$ cat config.mk
export PLATFORM = sky130hd
export DESIGN_NAME = phase_edge_pulser
export DESIGN_NICKNAME = d
export VERILOG_FILES = /design/src/rtl/phase_edge_pulser_pkg.sv /design/src/rtl/pulser_sync_chain.sv /design/src/rtl/pulser_edge_qualify.sv /design/src/rtl/pulser_event_delay.sv /design/src/rtl/phase_edge_pulser.sv
export SDC_FILE = /design/constraint.sdc
export NUM_CORES = 1
export LEC_CHECK = 0
export BUFFER_PORTS_ARGS = -buffer_cell sky130_fd_sc_hd__buf_2
export CAP_MARGIN = 10
export CORE_AREA = 4 4 41 43
export CTS_BUF_LIST = sky130_fd_sc_hd__clkbuf_2
export CTS_CLUSTER_DIAMETER = 100
export DETAILED_ROUTE_END_ITERATION = 12
export DIE_AREA = 0 0 45 47
export PLACE_DENSITY_LB_ADDON = 0.12
export SLEW_MARGIN = 15
export SYNTH_ARGS = -nofsm -noshare
export SYNTH_HDL_FRONTEND = slang
export SYNTH_SLANG_ARGS = --single-unit
$ cat constraint.sdc
create_clock -name clk -period 3.1 [get_ports clk]
set_clock_uncertainty 0.2 [all_clocks]
set_input_delay 0.155 -clock clk [delete_from_list [all_inputs] [get_ports clk]]
set_output_delay 0.155 -clock clk [all_outputs]
set_load 0.05 [all_outputs]
$ cat src/rtl/phase_edge_pulser_pkg.sv
package phase_edge_pulser_pkg;

    localparam int FILL_W = 4;

    typedef enum logic [1:0] {
        EV_NONE = 2'd0,
        EV_RISE = 2'd1,
        EV_FALL = 2'd2
    } edge_kind_e;

    typedef struct packed {
        logic [FILL_W-1:0] fill;
        logic              prev;
    } edge_state_t;

endpackage

$ cat src/rtl/pulser_sync_chain.sv
module pulser_sync_chain #(
    parameter int STAGES = 2
) (
    input  logic clk,
    input  logic rst_n,
    input  logic din,
    output logic dout
);
    logic [STAGES-1:0] chain_d;
    logic [STAGES-1:0] chain_q;

    always_comb begin
        for (int i = 0; i < STAGES; i++) begin
            if (i == 0) begin
                chain_d[i] = din;
            end else begin
                chain_d[i] = chain_q[i-1];
            end
        end
    end

    always_ff @(posedge clk or negedge rst_n) begin
        if (!rst_n) begin
            chain_q <= '0;
        end else begin
            chain_q <= chain_d;
        end
    end

    assign dout = chain_q[STAGES-1];
endmodule

$ cat src/rtl/pulser_edge_qualify.sv
module pulser_edge_qualify
    import phase_edge_pulser_pkg::*;
#(
    parameter int STAGES = 2
) (
    input  logic clk,
    input  logic rst_n,
    input  logic lvl,
    input  logic rise_en,
    input  logic fall_en,
    output logic trig,
    output logic primed
);
    localparam int FULL = STAGES + 1;
    localparam logic [FILL_W-1:0] FULL_V = FILL_W'(FULL);

    edge_state_t st_d;
    edge_state_t st_q;
    edge_kind_e  kind;

    always_comb begin
        st_d      = st_q;
        st_d.prev = lvl;
        if (st_q.fill != FULL_V) begin
            st_d.fill = st_q.fill + 1'b1;
        end
        primed = (st_q.fill == FULL_V);
        kind   = EV_NONE;
        if (primed) begin
            if (lvl && !st_q.prev) begin
                kind = EV_RISE;
            end else if (!lvl && st_q.prev) begin
                kind = EV_FALL;
            end
        end
        trig = ((kind == EV_RISE) && rise_en) || ((kind == EV_FALL) && fall_en);
    end

    always_ff @(posedge clk or negedge rst_n) begin
        if (!rst_n) begin
            st_q <= '0;
        end else begin
            st_q <= st_d;
        end
    end

    // with both enables low no trigger can leave this stage
    a_r6_masked_no_trigger: assert property (@(posedge clk) disable iff (!rst_n)
        (!rise_en && !fall_en) |-> !trig);
endmodule

$ cat src/rtl/pulser_event_delay.sv
module pulser_event_delay #(
    parameter int BASE  = 6,
    parameter int WIDTH = 1
) (
    input  logic clk,
    input  logic rst_n,
    input  logic trig,
    output logic pulse
);
    localparam int HLEN = BASE + WIDTH;

    typedef struct packed {
        logic [HLEN-1:0] hist;
        logic            pulse;
    } dly_state_t;

    dly_state_t    st_d;
    dly_state_t    st_q;
    logic [HLEN:0] taps;

    always_comb begin
        taps = {st_q.hist, trig};
        for (int i = 0; i < HLEN; i++) begin
            st_d.hist[i] = taps[i];
        end
        st_d.pulse = |taps[BASE +: WIDTH];
    end

    always_ff @(posedge clk or negedge rst_n) begin
        if (!rst_n) begin
            st_q <= '0;
        end else begin
            st_q <= st_d;
        end
    end

    assign pulse = st_q.pulse;

    // Checker state: triggers accepted minus pulses started
    int pend_q;
    always_ff @(posedge clk or negedge rst_n) begin
        if (!rst_n) begin
            pend_q <= 0;
        end else begin
            pend_q <= pend_q + int'(trig) - int'(st_d.pulse && !st_q.pulse);
        end
    end

    // every pulse start is backed by a trigger not yet consumed
    a_r7_no_unsourced_pulse: assert property (@(posedge clk) disable iff (!rst_n)
        (st_d.pulse && !st_q.pulse) |-> ((pend_q + int'(trig)) > 0));

    // an empty delay line with no new trigger ends any pulse
    a_r4_empty_line_ends_pulse: assert property (@(posedge clk) disable iff (!rst_n)
        (st_q.hist == '0 && !trig) |=> !pulse);
endmodule

$ cat src/rtl/phase_edge_pulser.sv
module phase_edge_pulser #(
    parameter int SYNC_STAGES = 2,
    parameter int DELAY_CYC   = 8,
    parameter int WIDTH_CYC   = 1
) (
    input  logic clk,
    input  logic rst_n,
    input  logic ref_clk_in,
    input  logic rise_en,
    input  logic fall_en,
    output logic pulse_out
);
    localparam int TAP_BASE = DELAY_CYC - SYNC_STAGES;

    logic ref_lvl;
    logic edge_trig;
    logic primed;

    pulser_sync_chain #(.STAGES(SYNC_STAGES)) u_sync (
        .clk  (clk),
        .rst_n(rst_n),
        .din  (ref_clk_in),
        .dout (ref_lvl)
    );

    pulser_edge_qualify #(.STAGES(SYNC_STAGES)) u_edge (
        .clk    (clk),
        .rst_n  (rst_n),
        .lvl    (ref_lvl),
        .rise_en(rise_en),
        .fall_en(fall_en),
        .trig   (edge_trig),
        .primed (primed)
    );

    pulser_event_delay #(.BASE(TAP_BASE), .WIDTH(WIDTH_CYC)) u_dly (
        .clk  (clk),
        .rst_n(rst_n),
        .trig (edge_trig),
        .pulse(pulse_out)
    );

    // once primed, the synchronised level lags the pin by SYNC_STAGES edges
    a_r2_sync_latency: assert property (@(posedge clk) disable iff (!rst_n)
        primed |-> (ref_lvl == $past(ref_clk_in, SYNC_STAGES)));

    // nothing leaves the block before edge history holds real samples
    a_r8_quiet_until_primed: assert property (@(posedge clk) disable iff (!rst_n)
        !primed |-> !pulse_out);
endmodule

==> report_table.html <==
<table>
<tr><th>Metric</th><th>Value</th></tr>
<tr><th colspan="2">Critical path</th></tr>
<tr><td>Arr. time, crit path</td><td>between 1.5 and 2 ns</td></tr>
<tr><td>Kind of cell adding the most delay to the critical path</td><td>buffers and inverters</td></tr>
<tr><td>Startpoint class of the critical path</td><td>flop</td></tr>
<tr><td>Worst path bufs/invs</td><td>1</td></tr>
<tr><td>Worst Path Required</td><td>between 3 and 4 ns</td></tr>
<tr><td>Maximum fanout encountered on the critical timing path</td><td>3</td></tr>
<tr><td>CP max-delay cell</td><td>sky130_fd_sc_hd__dlygate4sd3_1</td></tr>
<tr><td>Delay of the slowest cell on the worst path</td><td>~0.57 ns</td></tr>
<tr><td>Crit Path Class</td><td>flop to flop</td></tr>
<tr><td>Chain of cells forming the critical path</td><td>ha_1, nor3b_2, a21boi_0, dlygate4sd3_1</td></tr>
<tr><td>Element type at the critical path end</td><td>flop</td></tr>
<tr><th colspan="2">Logic synthesis</th></tr>
<tr><td>Synth Warn #</td><td>0</td></tr>
<tr><td>Syn_area_per_cell</td><td>~17 um^2</td></tr>
<tr><td>Synthesized Nets</td><td>32</td></tr>
<tr><td>Synth unique cells</td><td>10</td></tr>
<tr><td>Largest area contributor in the netlist</td><td>sky130_fd_sc_hd__dfrtp_1</td></tr>
<tr><td>Synthesized instance count</td><td>26</td></tr>
<tr><td>Sequential cell area fraction in the yosys report</td><td>around 78%</td></tr>
<tr><td>Share of the synthesized area in the top cell type</td><td>between 70 and 80%</td></tr>
<tr><td>Synthesized area</td><td>approximately 450 um^2</td></tr>
<tr><td>Main area contributors after synthesis</td><td>sky130_fd_sc_hd__dfrtp_1 78%, sky130_fd_sc_hd__nand3b_1 5.0%, sky130_fd_sc_hd__xnor2_1 3.9%, sky130_fd_sc_hd__ha_1 2.8%, sky130_fd_sc_hd__nor3b_2 2.8%</td></tr>
<tr><td>Yosys reg bits</td><td>14</td></tr>
<tr><th colspan="2">Route</th></tr>
<tr><td>Remaining DRCs</td><td>0</td></tr>
<tr><td>First-pass iteration count of the detailed router</td><td>2</td></tr>
<tr><td>DR vias</td><td>around 230</td></tr>
<tr><td>Count of nets left with antenna violations after detail routing</td><td>0</td></tr>
<tr><td>Number of DRC markers after the initial detailed-route iteration</td><td>2</td></tr>
<tr><td>WL/cell</td><td>roughly 12 um</td></tr>
<tr><td>Routed WL</td><td>between 600 and 700 um</td></tr>
<tr><td>Detail-routed via count per cell</td><td>4.38</td></tr>
<tr><th colspan="2">Layout</th></tr>
<tr><td>Number of inserted diodes</td><td>0</td></tr>
<tr><td>Total area of multi-input combinational cells</td><td>93.8 um^2</td></tr>
<tr><td>Final Net Count</td><td>between 40 and 50</td></tr>
<tr><td>Storage element area</td><td>roughly 350 um^2</td></tr>
<tr><td>Fillers</td><td>~130</td></tr>
<tr><td>Post-route cell area</td><td>between 500 and 600 um^2</td></tr>
<tr><td>Area Growth Syn to Fin</td><td>22.1%</td></tr>
<tr><td>Final core utilization</td><td>between 40% and 50%</td></tr>
<tr><td>Share of post-route cells with drive strength above 1</td><td>a little under a quarter</td></tr>
<tr><th colspan="2">Placement</th></tr>
<tr><td>Worst slack, placed</td><td>~1.6 ns</td></tr>
<tr><td>Count of input and output buffers</td><td>5</td></tr>
<tr><td>Area of placed instances</td><td>492 um^2</td></tr>
<tr><td>GPL Wtd Cong</td><td>0.630</td></tr>
<tr><td>Placed wire-length estimate</td><td>about 450 um</td></tr>
<tr><th colspan="2">Timing</th></tr>
<tr><td>Worst slew margin relative to its limit</td><td>80.2%</td></tr>
<tr><td>Finish-stage setup viols</td><td>0</td></tr>
<tr><td>Fraction of the cycle the final worst path needs</td><td>between 60 and 70%</td></tr>
<tr><td>Maximum operating frequency</td><td>0.520 GHz</td></tr>
<tr><td>Final min period</td><td>just under 2 ns</td></tr>
<tr><td>Number of slew-limit violations in the final report</td><td>0</td></tr>
<tr><td>Worst path setup slack after routing</td><td>between 1 and 1.5 ns</td></tr>
<tr><td>Setup repair after global routing missed its margin</td><td>false</td></tr>
<tr><td>Slew @ Worst Pin</td><td>a little under 0.3 ns</td></tr>
<tr><td>Final hold violation count</td><td>0</td></tr>
<tr><td>Sum Neg Setup Slack</td><td>0 ns</td></tr>
<tr><th colspan="2">Floorplanning</th></tr>
<tr><td>DIE AREA</td><td>approximately 2100 um^2</td></tr>
<tr><td>Count of boundary I/O pins</td><td>6</td></tr>
<tr><td>Horizontal die dimension</td><td>roughly 45 um</td></tr>
<tr><td>Starting utilization of the core area</td><td>~34%</td></tr>
<tr><td>Die Y</td><td>between 40 and 50 um</td></tr>
<tr><td>Core region area</td><td>1300 um^2</td></tr>
<tr><td>Number of rows in the core area</td><td>13</td></tr>
<tr><th colspan="2">Min path</th></tr>
<tr><td>Type of the most critical hold path</td><td>input pin to asynchronous set/reset pin</td></tr>
<tr><th colspan="2">GRT</th></tr>
<tr><td>Via count of the first global-routing pass</td><td>approximately 250</td></tr>
<tr><td>Total congestion overflow</td><td>0</td></tr>
<tr><td>Global-route wire length before repair</td><td>roughly 1100 um</td></tr>
<tr><td>Maximum number of pins on one net before global-route repair</td><td>15</td></tr>
<tr><td>GR Util All Layers</td><td>8.05%</td></tr>
<tr><td>Initial antenna violation count</td><td>0</td></tr>
<tr><th colspan="2">CTS</th></tr>
<tr><td>TritonCTS Sinks</td><td>14</td></tr>
<tr><td>Buffer levels on the longest clock path</td><td>2</td></tr>
<tr><td>Clock Tree Root</td><td>sky130_fd_sc_hd__clkbuf_2</td></tr>
<tr><td>Clock edge transition at the registers on the reported setup and hold paths</td><td>roughly 0.11 ns</td></tr>
<tr><td>Post-CTS setup-driven buffer insertion count</td><td>0</td></tr>
<tr><td>CTS H-tree depth</td><td>1</td></tr>
<tr><td>Number of buffers created by CTS</td><td>3</td></tr>
<tr><td>TritonCTS clock tree</td><td>built</td></tr>
<tr><td>Worst-Skew Late Latency</td><td>~0.25 ns</td></tr>
<tr><th colspan="2">Pwr</th></tr>
<tr><td>VDD IR-drop max</td><td>268 uV</td></tr>
<tr><td>Leakage power figure</td><td>0.250 nW</td></tr>
<tr><td>Overall Power</td><td>between 200 and 300 uW</td></tr>
<tr><td>Ratio of total power to cell area</td><td>517 nW/um^2</td></tr>
<tr><th colspan="2">Run</th></tr>
<tr><td>Max-cap violations</td><td>0</td></tr>
<tr><th colspan="2">Outcome</th></tr>
<tr><td>Outcome</td><td>finished, final reports clean</td></tr>
</table>
[stage by stage]
stage | hold WS, ns | cells
6_report | 0.104 | 53
5_1_grt | 0.0926 | 53
4_1_cts | 0.0912 | 53
3_5_place_dp | -0.138 | 46
3_3_place_gp | -0.153 | 46
2_1_floorplan | -0.341 | 26
[registers in the layout (all words and copies together) (netlist names)]
name,flops
u_sync.chain_q,2
u_dly.pulse,1
u_edge.st_q,5
u_dly.st_d,6
[worst register-to-register path: cells and delay by family (launching register included)]
family,cells,cell delay [ns]
flip-flops,1,0.40
AO/OA/AOI/OAI,1,0.21
buffers and inverters,1,0.57
adder cells (fa/ha/maj),1,0.20
AND/OR/NAND/NOR,1,0.28
[Yosys cell counts (all sizes together)]
library cell	instances
dfrtp	14
nand3b	3
xnor2	2
a21boi	1
ha	1
inv	1
mux2	1
nand3	1
nor3b	1
o21ai	1
[what timing repair did]
item / 4_1_cts / 5_1_grt
endpoints found under the hold margin: 16 / 0
gates resized for setup: 0 / 0
hold buffers: 4 / 0
[logic make-up after synthesis]
group	count (synthesis)	share of synthesized area, %
simple gates	5	8.94
xor+xnor	2	3.91
buf+inv	1	0.837
fa+ha+maj	1	2.79
mux	1	2.51
flops	14	78.2
compound gates	2	2.79
[cell type report]
class | instances | share of cell area, %
tap | 15 | 3.43
timing repair buffer | 9 | 11.9
clock buffer | 3 | 2.75
sequential | 14 | 64.1
multi-input combinational | 11 | 17.2
inverter | 1 | 0.686
[where the power goes]
group	leakage, nW	switching [mW]	internal, mW
clock	0.0125	0.0480	0.0264
sequential	0.171	0.00265	0.190
combinational	0.0661	0.00835	0.00676
[routing by layer]
metal	wire [um]	GRT usage [%]	part of all wire, %	up-vias
met5	0	0	0	-
met2	319	12.1	51	4
met3	37	6.90	6.0	0
met1	264	8.63	43	117
met4	0	1.75	0	0
li1	-	-	-	111
[placed cells by master, fill, tap and decap left out, drive strengths merged]
master and instances:
a21boi 1, buf 5, clkbuf 3, dfrtp 14, dlygate4sd3 4, ha 1
inv 1, mux2 1, nand3 1, nand3b 3, nor3b 1, o21ai 1
xnor2 2
[worst paths after layout]
check / startpoint / endpoint / slack (ns) / depth (start not counted)
worst max-delay path: u_edge.st_q[1]$_DFFE_PN0P_ / u_dly.st_d[2]$_DFF_PN0_ / 1.18 / 4
worst min-delay path: rst_n / u_dly.st_d[3]$_DFF_PN0_ / 0.10 / 2
worst max register to register: u_edge.st_q[1]$_DFFE_PN0P_ / u_dly.st_d[2]$_DFF_PN0_ / 1.18 / 4
worst min register to register: u_sync.chain_q[0]$_DFF_PN0_ / u_sync.chain_q[1]$_DFF_PN0_ / 0.16 / 0
max in group asynchronous: rst_n / u_edge.st_q[4]$_DFFE_PN0P_ / 2.37 / 2
min in group clk: u_sync.chain_q[0]$_DFF_PN0_ / u_sync.chain_q[1]$_DFF_PN0_ / 0.16 / 0
Note: power is estimated with default switching activity, not from simulation.
